`src/rtl/crt_pkg.sv`:
```
package crt_pkg;

  localparam logic [1:0] ADDR_CTRL  = 2'd0;
  localparam logic [1:0] ADDR_COUNT = 2'd1;
  localparam logic [1:0] ADDR_CAP   = 2'd2;
  localparam logic [1:0] ADDR_STAT  = 2'd3;

  localparam int BIT_RUN   = 0;
  localparam int BIT_SRC   = 1;
  localparam int BIT_EXTEN = 2;
  localparam int BIT_CAPS  = 3;
  localparam int BIT_DOWN  = 4;
  localparam int BIT_BAUD  = 5;
  localparam int BIT_OVF   = 6;
  localparam int BIT_EVT   = 7;

  typedef struct packed {
    logic baud;
    logic downEn;
    logic capSel;
    logic extEn;
    logic ctSel;
    logic run;
  } ctrl_t;

  typedef enum logic [1:0] {
    MODE_CAPTURE,
    MODE_RELOAD,
    MODE_UPDN,
    MODE_BAUD
  } mode_e;

  typedef enum logic [2:0] {
    OP_HOLD,
    OP_INC,
    OP_DEC,
    OP_RELOAD,
    OP_MAX,
    OP_ZERO,
    OP_WRITE
  } cntOp_e;

  typedef struct packed {
    cntOp_e op;
    logic   capture;
    logic   capWrite;
    logic   dirToggle;
  } strobe_t;

  typedef struct packed {
    logic atMax;
    logic atReload;
  } dpStat_t;

endpackage

```
`src/rtl/crtTickGen.sv`:
```
module crtTickGen #(
  parameter int PRESCALE    = 6,
  parameter int SYNC_STAGES = 2
) (
  input  logic clk,
  input  logic rstN,
  input  logic cntPin,
  input  logic trigPin,
  output logic mcTick,
  output logic cntFall,
  output logic trigFall,
  output logic trigLevel
);

  localparam int PW    = (PRESCALE > 1) ? $clog2(PRESCALE) : 1;
  localparam int NPINS = 2;

  logic [PW-1:0]    div;
  logic [NPINS-1:0] syncStage [SYNC_STAGES];
  logic [NPINS-1:0] pinSync;
  logic [NPINS-1:0] lastSamp;
  logic [NPINS-1:0] fall;

  assign mcTick = (div == PW'(PRESCALE - 1));

  always_ff @(posedge clk) begin
    if (!rstN)       div <= '0;
    else if (mcTick) div <= '0;
    else             div <= div + 1'b1;
  end

  // Synchronizer chain for both asynchronous pins.
  for (genvar s = 0; s < SYNC_STAGES; s++) begin : gSync
    if (s == 0) begin : gFirst
      always_ff @(posedge clk) begin
        if (!rstN) syncStage[0] <= '0;
        else       syncStage[0] <= {trigPin, cntPin};
      end
    end else begin : gNext
      always_ff @(posedge clk) begin
        if (!rstN) syncStage[s] <= '0;
        else       syncStage[s] <= syncStage[s-1];
      end
    end
  end

  assign pinSync = syncStage[SYNC_STAGES-1];

  // One sample per machine cycle; a fall is a high sample followed by a low one.
  always_ff @(posedge clk) begin
    if (!rstN)       lastSamp <= '0;
    else if (mcTick) lastSamp <= pinSync;
  end

  assign fall      = {NPINS{mcTick}} & lastSamp & ~pinSync;
  assign cntFall   = fall[0];
  assign trigFall  = fall[1];
  assign trigLevel = pinSync[1];

endmodule

```
`src/rtl/crtControl.sv`:
```
module crtControl
  import crt_pkg::*;
#(
  parameter int CNT_W = 16
) (
  input  logic             clk,
  input  logic             rstN,
  input  logic             wrEn,
  input  logic [1:0]       wrAddr,
  input  logic [CNT_W-1:0] wrData,
  input  logic             mcTick,
  input  logic             cntFall,
  input  logic             trigFall,
  input  logic             trigLevel,
  input  dpStat_t          stat,
  output strobe_t          strobe,
  output ctrl_t            ctrl,
  output logic             ovfFlag,
  output logic             extFlag,
  output logic             baudTick
);

  mode_e mode;
  logic  ctrlWr, countWr, step, extEvt;
  logic  ovfSet, extSet, baudWrap;

  assign ctrlWr  = wrEn && (wrAddr == ADDR_CTRL);
  assign countWr = wrEn && (wrAddr == ADDR_COUNT);
  assign step    = mcTick && ctrl.run && (ctrl.ctSel ? cntFall : 1'b1);
  assign extEvt  = trigFall && ctrl.extEn;

  always_comb begin
    if (ctrl.baud)        mode = MODE_BAUD;
    else if (ctrl.capSel) mode = MODE_CAPTURE;
    else if (ctrl.downEn) mode = MODE_UPDN;
    else                  mode = MODE_RELOAD;
  end

  always_comb begin
    strobe.op        = OP_HOLD;
    strobe.capture   = 1'b0;
    strobe.dirToggle = 1'b0;
    strobe.capWrite  = wrEn && (wrAddr == ADDR_CAP);
    ovfSet           = 1'b0;
    extSet           = 1'b0;
    baudWrap         = 1'b0;
    unique case (mode)
      MODE_CAPTURE: begin
        strobe.capture = extEvt;
        extSet         = extEvt;
        if (step) begin
          if (stat.atMax) begin
            strobe.op = OP_ZERO;
            ovfSet    = 1'b1;
          end else begin
            strobe.op = OP_INC;
          end
        end
      end
      MODE_RELOAD: begin
        extSet = extEvt;
        if (extEvt) begin
          strobe.op = OP_RELOAD;
        end else if (step) begin
          if (stat.atMax) begin
            strobe.op = OP_RELOAD;
            ovfSet    = 1'b1;
          end else begin
            strobe.op = OP_INC;
          end
        end
      end
      MODE_UPDN: begin
        if (step) begin
          if (trigLevel) begin
            if (stat.atMax) begin
              strobe.op        = OP_RELOAD;
              ovfSet           = 1'b1;
              strobe.dirToggle = 1'b1;
            end else begin
              strobe.op = OP_INC;
            end
          end else begin
            if (stat.atReload) begin
              strobe.op        = OP_MAX;
              ovfSet           = 1'b1;
              strobe.dirToggle = 1'b1;
            end else begin
              strobe.op = OP_DEC;
            end
          end
        end
      end
      default: begin
        extSet = extEvt;
        if (step) begin
          if (stat.atMax) begin
            strobe.op = OP_RELOAD;
            baudWrap  = 1'b1;
          end else begin
            strobe.op = OP_INC;
          end
        end
      end
    endcase
    // A software write to the count overrides any hardware step.
    if (countWr) begin
      strobe.op        = OP_WRITE;
      strobe.dirToggle = 1'b0;
      ovfSet           = 1'b0;
      baudWrap         = 1'b0;
    end
  end

  always_ff @(posedge clk) begin
    if (!rstN) begin
      ctrl     <= '0;
      ovfFlag  <= 1'b0;
      extFlag  <= 1'b0;
      baudTick <= 1'b0;
    end else begin
      if (ctrlWr) begin
        ctrl.run    <= wrData[BIT_RUN];
        ctrl.ctSel  <= wrData[BIT_SRC];
        ctrl.extEn  <= wrData[BIT_EXTEN];
        ctrl.capSel <= wrData[BIT_CAPS];
        ctrl.downEn <= wrData[BIT_DOWN];
        ctrl.baud   <= wrData[BIT_BAUD];
      end
      ovfFlag  <= ovfSet | (ovfFlag & ~(ctrlWr & ~wrData[BIT_OVF]));
      extFlag  <= extSet | (extFlag & ~(ctrlWr & ~wrData[BIT_EVT]));
      baudTick <= baudWrap;
    end
  end

endmodule

```
`src/rtl/crtDatapath.sv`:
```
module crtDatapath
  import crt_pkg::*;
#(
  parameter int CNT_W = 16
) (
  input  logic             clk,
  input  logic             rstN,
  input  strobe_t          strobe,
  input  logic [CNT_W-1:0] wrData,
  output logic [CNT_W-1:0] countVal,
  output logic [CNT_W-1:0] capVal,
  output logic             dirBit,
  output dpStat_t          stat
);

  localparam logic [CNT_W-1:0] ALL_ONES = {CNT_W{1'b1}};

  assign stat.atMax    = (countVal == ALL_ONES);
  assign stat.atReload = (countVal == capVal);

  always_ff @(posedge clk) begin
    if (!rstN) begin
      countVal <= '0;
    end else begin
      unique case (strobe.op)
        OP_INC:    countVal <= countVal + 1'b1;
        OP_DEC:    countVal <= countVal - 1'b1;
        OP_RELOAD: countVal <= capVal;
        OP_MAX:    countVal <= ALL_ONES;
        OP_ZERO:   countVal <= '0;
        OP_WRITE:  countVal <= wrData;
        default:   countVal <= countVal;
      endcase
    end
  end

  always_ff @(posedge clk) begin
    if (!rstN)               capVal <= '0;
    else if (strobe.capWrite) capVal <= wrData;
    else if (strobe.capture)  capVal <= countVal;
  end

  always_ff @(posedge clk) begin
    if (!rstN)                 dirBit <= 1'b0;
    else if (strobe.dirToggle) dirBit <= ~dirBit;
  end

endmodule

```
`src/rtl/captureReloadTimer.sv`:
```
module captureReloadTimer
  import crt_pkg::*;
#(
  parameter int CNT_W    = 16,
  parameter int PRESCALE = 6
) (
  input  logic             clk,
  input  logic             rstN,
  input  logic             wrEn,
  input  logic [1:0]       wrAddr,
  input  logic [CNT_W-1:0] wrData,
  input  logic [1:0]       rdAddr,
  output logic [CNT_W-1:0] rdData,
  input  logic             cntPin,
  input  logic             trigPin,
  output logic             baudTick,
  output logic             ovfFlag,
  output logic             extFlag
);

  logic             mcTick, cntFall, trigFall, trigLevel;
  strobe_t          strobe;
  ctrl_t            ctrl;
  dpStat_t          stat;
  logic [CNT_W-1:0] countVal, capVal;
  logic             dirBit;

  crtTickGen #(.PRESCALE(PRESCALE), .SYNC_STAGES(2)) uTick (
    .clk(clk), .rstN(rstN), .cntPin(cntPin), .trigPin(trigPin),
    .mcTick(mcTick), .cntFall(cntFall), .trigFall(trigFall), .trigLevel(trigLevel)
  );

  crtControl #(.CNT_W(CNT_W)) uCtl (
    .clk(clk), .rstN(rstN), .wrEn(wrEn), .wrAddr(wrAddr), .wrData(wrData),
    .mcTick(mcTick), .cntFall(cntFall), .trigFall(trigFall), .trigLevel(trigLevel),
    .stat(stat), .strobe(strobe), .ctrl(ctrl),
    .ovfFlag(ovfFlag), .extFlag(extFlag), .baudTick(baudTick)
  );

  crtDatapath #(.CNT_W(CNT_W)) uDp (
    .clk(clk), .rstN(rstN), .strobe(strobe), .wrData(wrData),
    .countVal(countVal), .capVal(capVal), .dirBit(dirBit), .stat(stat)
  );

  always_comb begin
    rdData = '0;
    unique case (rdAddr)
      ADDR_CTRL: begin
        rdData[BIT_RUN]   = ctrl.run;
        rdData[BIT_SRC]   = ctrl.ctSel;
        rdData[BIT_EXTEN] = ctrl.extEn;
        rdData[BIT_CAPS]  = ctrl.capSel;
        rdData[BIT_DOWN]  = ctrl.downEn;
        rdData[BIT_BAUD]  = ctrl.baud;
        rdData[BIT_OVF]   = ovfFlag;
        rdData[BIT_EVT]   = extFlag;
      end
      ADDR_COUNT: rdData = countVal;
      ADDR_CAP:   rdData = capVal;
      default:    rdData[0] = dirBit;
    endcase
  end

endmodule

```
`config.mk`:
```
export PLATFORM = sky130hd
export DESIGN_NAME = captureReloadTimer
export DESIGN_NICKNAME = d
export VERILOG_FILES = /design/src/rtl/crt_pkg.sv /design/src/rtl/crtTickGen.sv /design/src/rtl/crtControl.sv /design/src/rtl/crtDatapath.sv /design/src/rtl/captureReloadTimer.sv
export SDC_FILE = /design/constraint.sdc
export NUM_CORES = 1
export LEC_CHECK = 0
export ABC_AREA = 1
export BUFFER_PORTS_ARGS = -buffer_cell sky130_fd_sc_hd__buf_2
export CAP_MARGIN = 20
export CORE_UTILIZATION = 40
export CTS_BUF_LIST = sky130_fd_sc_hd__clkbuf_4 sky130_fd_sc_hd__clkbuf_8
export DETAILED_ROUTE_END_ITERATION = 8
export PLACE_DENSITY = 0.61
export SYNTH_ARGS = -nofsm -noshare
export SYNTH_HDL_FRONTEND = slang
export SYNTH_SLANG_ARGS = --single-unit
```
`constraint.sdc`:
```
create_clock -name clk -period 2.86 [get_ports clk]
set_input_delay 0.286 -clock clk [delete_from_list [all_inputs] [get_ports clk]]
set_output_delay 0.286 -clock clk [all_outputs]
set_load 0.02 [all_outputs]
```
Word level (Yosys, flattened, before mapping)
Memory sizes are Yosys's and may differ from the RTL's.
Cells that the tools add are included.

word-level totals
  flip-flop bits (word level) = 47
  latch bits = 0
  bits in writable memories = 4
  bits in read-only memories = 0
  input port bits = 25
  output and inout bits = 19
  memories = 1

memory list
  memory           words  bits a word  read ports  clocked after Yosys merged registers in  wr ports  RTL line          RTL
  uTick.syncStage  2      2            2           0                                        2         crtTickGen.sv:19  logic [NPINS-1:0] syncStage [SYNC_STAGES];

operators by class
  $add $sub $neg = 3
  multipliers = 0
  div/mod/pow operators = 0
  order comparisons = 0
  eq/ne operators = 15
  shift-type cells = 0
  mux-type cells = 36
  bitwise operators = 17
  reductions and logical operators = 13

operators with widths
  cell                                                                   count
  16-bit case mux with 6 select lines                                    1
  16-bit two-way mux                                                     2
  3-bit two-way mux                                                      8
  7-bit case mux with 3 select lines                                     1
  16-bit by 1-bit adder with 16-bit output (second input constant)       1
  16-bit == test                                                         1
  16-bit == test (second input constant)                                 1
  8-bit case mux with 2 select lines                                     1
  16-bit by 1-bit subtractor with 16-bit output (second input constant)  1
  1-bit two-way mux                                                      14
  3-bit == test (second input constant)                                  4
  2-bit two-way mux                                                      6
  3-bit case mux with 3 select lines                                     1
  2-bit by 1-bit == test with 1-bit output (second input constant)       3
  2-bit == test (second input constant)                                  3
  3-bit by 2-bit == test with 1-bit output (second input constant)       2
  1-bit logical AND                                                      6
  2-bit zero test                                                        3
  1-bit NOT                                                              6
  1-bit case mux with 3 select lines                                     2
  6-bit nonzero test                                                     1
  5-bit OR reduction                                                     1
  1-bit AND                                                              4
  2-bit AND                                                              2
  6 further kinds                                                        9

Logic depth before layout (Yosys ltp)
  depth after elaboration = 11
  mapped depth = 25
  mapped depth without buffers = 25

By module
Synthesis repeated with hierarchy kept, for this count alone.

second synthesis, totals
  cell total of the unflattened synthesis = 625
  area total of the unflattened synthesis = 3,971.3 µm²

modules (own cells, without submodules)
  module              times used  cells each  area each (µm²)  sequential area each (µm²)
  crtDatapath         1           418         2,700.1          660.6
  crtControl          1           76          505.5            180.2
  captureReloadTimer  1           87          430.4            0.0
  crtTickGen          1           44          335.3            180.2

Worst setup path before layout
OpenSTA, ideal clock, no wires.

  kind = reg-to-reg
  start point = register uTick.div[1]
  end point = register uDp.countVal[15]
  library setup time = 0.070 ns
  data arrival time = 3.065 ns
  required time = 2.790 ns
  slack = -0.275 ns
  cell stages (with the launch flop) = 24
  path through = dfxtp_1 inv_1 ha_1 nand2_1 inv_1 nand3_1 inv_1 o21ai_0 o21ai_0 nand2_1 inv_1 nor2_1 nand2_1 inv_1 ha_1 a21oi_1 o21ai_0 a21oi_1 o21ai_0 a21oi_1 inv_1 nand3_1 nand3_1 a21oi_1

on the way
  cells in the longest elaborated chain, start to end = 11
  elaborated cells between the ends (all ways) = 21
  those cells by class = eq/ne (7); mux (8); bitwise (2); reduce/logical (4)

ends and longest elaborated chain
  item                                                                       RTL line           RTL
  start: declaration                                                         crtTickGen.sv:18   logic [PW-1:0] div;
  start signal: assignment                                                   crtTickGen.sv:29   else div <= div + 1'b1;
  3-bit == test (*)                                                          crtTickGen.sv:24   assign mcTick = (div == PW'(PRESCALE - 1));
  2-bit AND (2 in series)                                                    crtTickGen.sv:55   assign fall = {NPINS{mcTick}} & lastSamp & ~pinSync;
  1-bit two-way mux                                                          crtControl.sv:29   assign step = mcTick && ctrl.run && (ctrl.ctSel ? cntFall : 1'b1);
  1-bit logical AND                                                          crtControl.sv:29
  3-bit two-way mux                                                          crtControl.sv:64   end else if (step) begin
  3-bit two-way mux                                                          crtControl.sv:62   if (extEvt) begin
  3-bit case mux with 3 select lines (*)                                     crtControl.sv:47   unique case (mode)
  3-bit two-way mux (*)                                                      crtControl.sv:107  if (countWr) begin
  3-bit == test (tied with other cells)                                      crtDatapath.sv:25  unique case (strobe.op)
  16-bit case mux with 6 select lines or 6-bit nonzero test (tied branches)  -
  end signal: assignment                                                     crtDatapath.sv:26  OP_INC: countVal <= countVal + 1'b1;
  end signal: assignment                                                     crtDatapath.sv:27  OP_DEC: countVal <= countVal - 1'b1;
  end signal: assignment                                                     crtDatapath.sv:28  OP_RELOAD: countVal <= capVal;
  end: declaration                                                           crtDatapath.sv:10  output logic [CNT_W-1:0] countVal,

Every way passes the cells marked *; elsewhere a longest branch is shown, timed or not.
A chain may end at the register's enable or synchronous reset.

Final worst setup path
  start point = register uDp.countVal[7]
  end point = register uDp.countVal[12]

on the way
  cells in the longest elaborated chain, start to end = 8
  elaborated cells between the ends (all ways) = 22
  those cells by class = add/sub (2); eq/ne (8); mux (11); reduce/logical (1)

ends and longest elaborated chain
  item                                                                       RTL line
  16-bit == test, on equally long branches                                   crtDatapath.sv:19, crtDatapath.sv:18
  3-bit two-way mux or 2-bit two-way mux (tied branches)                     -
  3-bit two-way mux, on equally long branches                                crtControl.sv:75, crtControl.sv:64
  3-bit two-way mux, on equally long branches                                crtControl.sv:74, crtControl.sv:62
  3-bit case mux with 3 select lines                                         crtControl.sv:47
  3-bit two-way mux                                                          crtControl.sv:107
  3-bit == test (tied with other cells)                                      crtDatapath.sv:25
  16-bit case mux with 6 select lines or 6-bit nonzero test (tied branches)  -

Parallel ways exist; a longest one is shown, timed or not.

==> impl_results.md <==
- CTS Buf Count: 5
- Filler cells: 925
- HPWL after DPL: 10,400 um
- Worst slew pin tran: 0.731 ns
- Initial DRC count: approximately 260
- Critical path's largest stage delay: around 0.38 ns
- FF-to-FF path depth: 22
- Power Density: 335 nW/um^2
- Crit path required time: 3.06 ns
- Crit path DAT: 3.16 ns
- Port buffer count: 43
- Finished Core Util: 0.598
- Final number of max-transition violations: 0
- Final Cell Area: 5840 sq um
- Mean cell area of the mapped netlist: 6.35 sq um
- Die W: 103 um
- Slew headroom: 0.512
- Status: finished, violations left
- Final hold viol count: 0
- Global placement routability congestion: 0.968
- Most frequent cells in the layout: nand2_1, buf_4, inv_1, nor2_1
- Clock Skews: between 0.01 and 0.015 ns
- Ys Warns: 0
- FF-to-FF setup slack: -0.1 ns
- Worst slack, placed: -0.320 ns
- Reg-to-reg startpoint: uDp.countVal[7]
- Vias: 4,821
- Hold path start: trigPin
- Tcrit/Tclk final: 1.03
- CP max FO: 6
- Average wire per standard cell: 15.8 um
- First-pass GRT wire length: 22,300 um
- RSZ-0062 raised after global routing: yes
- FF+latch area: 1060 sq um
- Commonest non-fill, non-tap cell in the layout: nand2_1
- CP Capture Type: flop
- Area Growth Syn to Fin: 44.4%
- Syn_nets: between 600 and 700
- CP Class: reg2reg
- Sequential share of the synthesized area: 0.252
- Chip height: roughly 100 um
- Largest net degree at the start of global routing: 28
- Post-Place Cell Area: 5060 sq um
- Hold_ws: 0.131 ns
- Setup crit end: uDp.countVal[12]
- Core Rows: 36
- Failing checks: setup timing
- Setup-failing EPs final: 5
- Clk root buf: clkbuf_8
- Initial Util: 0.414
- CTS tree: done
- Grt total ovfl: 0
- Die footprint: about 11,000 sq um
- Max Cap Violations: 0
- Critical-path top delay cell: dfxtp_4
- HP Class: in2reg
- Total GRT Usage: 0.279
- Vias in the first global route: 4,505
- Synthesized instance count: ~640
- Fin worst setup slack: -0.0964 ns
- Share of layout cells above drive strength 1: 0.402
- Leak: 2.82 nW
- CP Cell Sequence: nand2_2 -> nor3_2 -> nand2_1 -> nor2_4 -> nand3_2 -> nand2_1 -> inv_1 -> nand2_2 -> nor2_4 -> nand2_4 -> clkinv_8 -> buf_8 -> ha_4 -> nand2_4 -> nor2_4 -> nand3_2 -> nand4_1 -> buf_4 -> xor2_4 -> nor2_1 -> nor2_1 -> a21oi_1
- Reg-to-Reg End: uDp.countVal[12]
- FMAX: between 0.3 and 0.4 GHz
- Flops & latches, synth: 51
- Most common cell on crit path: nor2_4
- DR pass1 iterations: 5
- Number of diodes: 0
- Initial antenna violation count: 0
- Peak supply drop: 0.203 mV
- I/O pin count: 44
- H-tree depth: 2
- Synth unique cells: 37
- DRC violations left: 0
- Final WL: ~15,000 um
- Multi-input logic area: 3060 sq um
- Final worst path period need: slightly below 3 ns
- CP startpoint: uDp.countVal[7]
- Routed vias/inst: approximately 5.3
- CTS max path bufs: 2
- Area of the mapped netlist: between 4000 and 5000 sq um
- Clock sink count: 51
- Critical path launch point type: flop
- Routed Antenna Nets: 0
- Clk pin slew, worst setup/hold paths: between 0.1 and 0.15 ns
- Skew-Pair Late Insertion Delay: 0.33 ns
- Final layout net count: about 830
- Core Footprint: 9770 sq um
## Yosys cell counts (all sizes together)
| cell | count | area [sq um] |
|---|---|---|
| ha | 20 | 250 |
| a221oi | 2 | 17.5 |
| xor2 | 13 | 114 |
| clkbuf | 14 | 52.6 |
| nand3 | 39 | 263 |
| a21oi | 49 | 249 |
| nand2 | 190 | 766 |
| nor3 | 8 | 56.3 |
| nor2 | 61 | 262 |
| a211oi | 6 | 45.0 |
| nand4 | 15 | 93.8 |
| o311ai | 1 | 8.76 |
| o221ai | 1 | 8.76 |
| dfxtp | 51 | 1020 |
| xnor2 | 3 | 26.3 |
| nand3b | 2 | 15.0 |
| o211ai | 4 | 30.0 |
| fa | 1 | 20.0 |
| a31oi | 14 | 87.6 |
| o21ai | 49 | 245 |
| buf | 9 | 78.8 |
| inv | 81 | 304 |
| o21bai | 4 | 30.0 |
## power breakdown
group          internal, W  switching, W  leakage, nW
registers         0.000755     0.0000417        0.428
logic             0.000299      0.000385         2.34
clock network     0.000181      0.000293       0.0463
## worst max-delay path, delay by kind of cell, from the launching register on
family	cells	cell delay, ns
flip-flops	1	0.38
XOR/XNOR	1	0.16
AND/OR/NAND/NOR	15	1.44
AO/OA/AOI/OAI	1	0.07
buffers and inverters	4	0.46
adder cells (fa/ha/maj)	1	0.31
## kinds of logic after synthesis
| kind of cell | share of synthesized area |
|---|---|
| buffers and inverters | 0.108 |
| DFF | 0.252 |
| adders and majority gates | 0.0668 |
| AOI/OAI and AO/OA | 0.179 |
| xor gates and xnor gates | 0.0347 |
| and+or+nand+nor | 0.360 |
## worst min-delay path by stage
stage | endpoint | cells after the start | slack (ns)
5_1_grt | uTick.syncStage[0][1] | 3 | 0.17
3_5_place_dp | uTick.syncStage[1][0] | 2 | 0.41
6_report | uTick.syncStage[0][1] | 3 | 0.13
4_1_cts | uTick.syncStage[0][1] | 3 | 0.13
2_1_floorplan | uTick.syncStage[0][0] | 2 | 0.38
3_3_place_gp | uTick.syncStage[1][0] | 2 | 0.39
## sequential cells by signal, summed over array words and instances, names as in the netlist
signal           cells
uDp.dirBit           1
uCtl.baudTick        1
uTick.div            3
uTick.syncStage      4
uCtl.ctrl            6
uCtl.ovfFlag         1
uDp.countVal        16
uCtl.extFlag         1
uTick.lastSamp       2
uDp.capVal          16
## repair_timing
item / 4_1_cts / 5_1_grt
cloned: 1 / 0
setup buffers: 14 / 5
endpoints found under the setup margin: 11 / 11
hold endpoints to repair: 0 / 0
pin swaps: 35 / 34
resized for setup: 85 / 53
hold buffers: 0 / 0
## stage by stage
stage                     power, W  setup TNS (ns)  instances
after floorplan            0.00112               0        637
after global placement     0.00137           -1.05        889
after detailed placement   0.00138           -2.32        889
after CTS                  0.00191               0        912
after global routing       0.00205           -1.88        917
final                      0.00195          -0.287        917
## area by class of cell
type,count,share of cell area
timing repair buffer,161,0.193
sequential,51,0.181
tap,133,0.0285
clock inverter,3,0.00471
inverter,81,0.0551
multi-input combinational,482,0.524
clock buffer,5,0.0118
timing repair inverter,1,0.00150
## routing by layer
metal / routed length [um] / vias up / track usage
met5: 0 / - / 0
li1: - / 2367 / -
met4: 581 / 0 / 0.131
met3: 708 / 43 / 0.0305
met1: 6220 / 2248 / 0.345
met2: 7020 / 163 / 0.487
No activity file was read; power rests on OpenSTA's default activity.
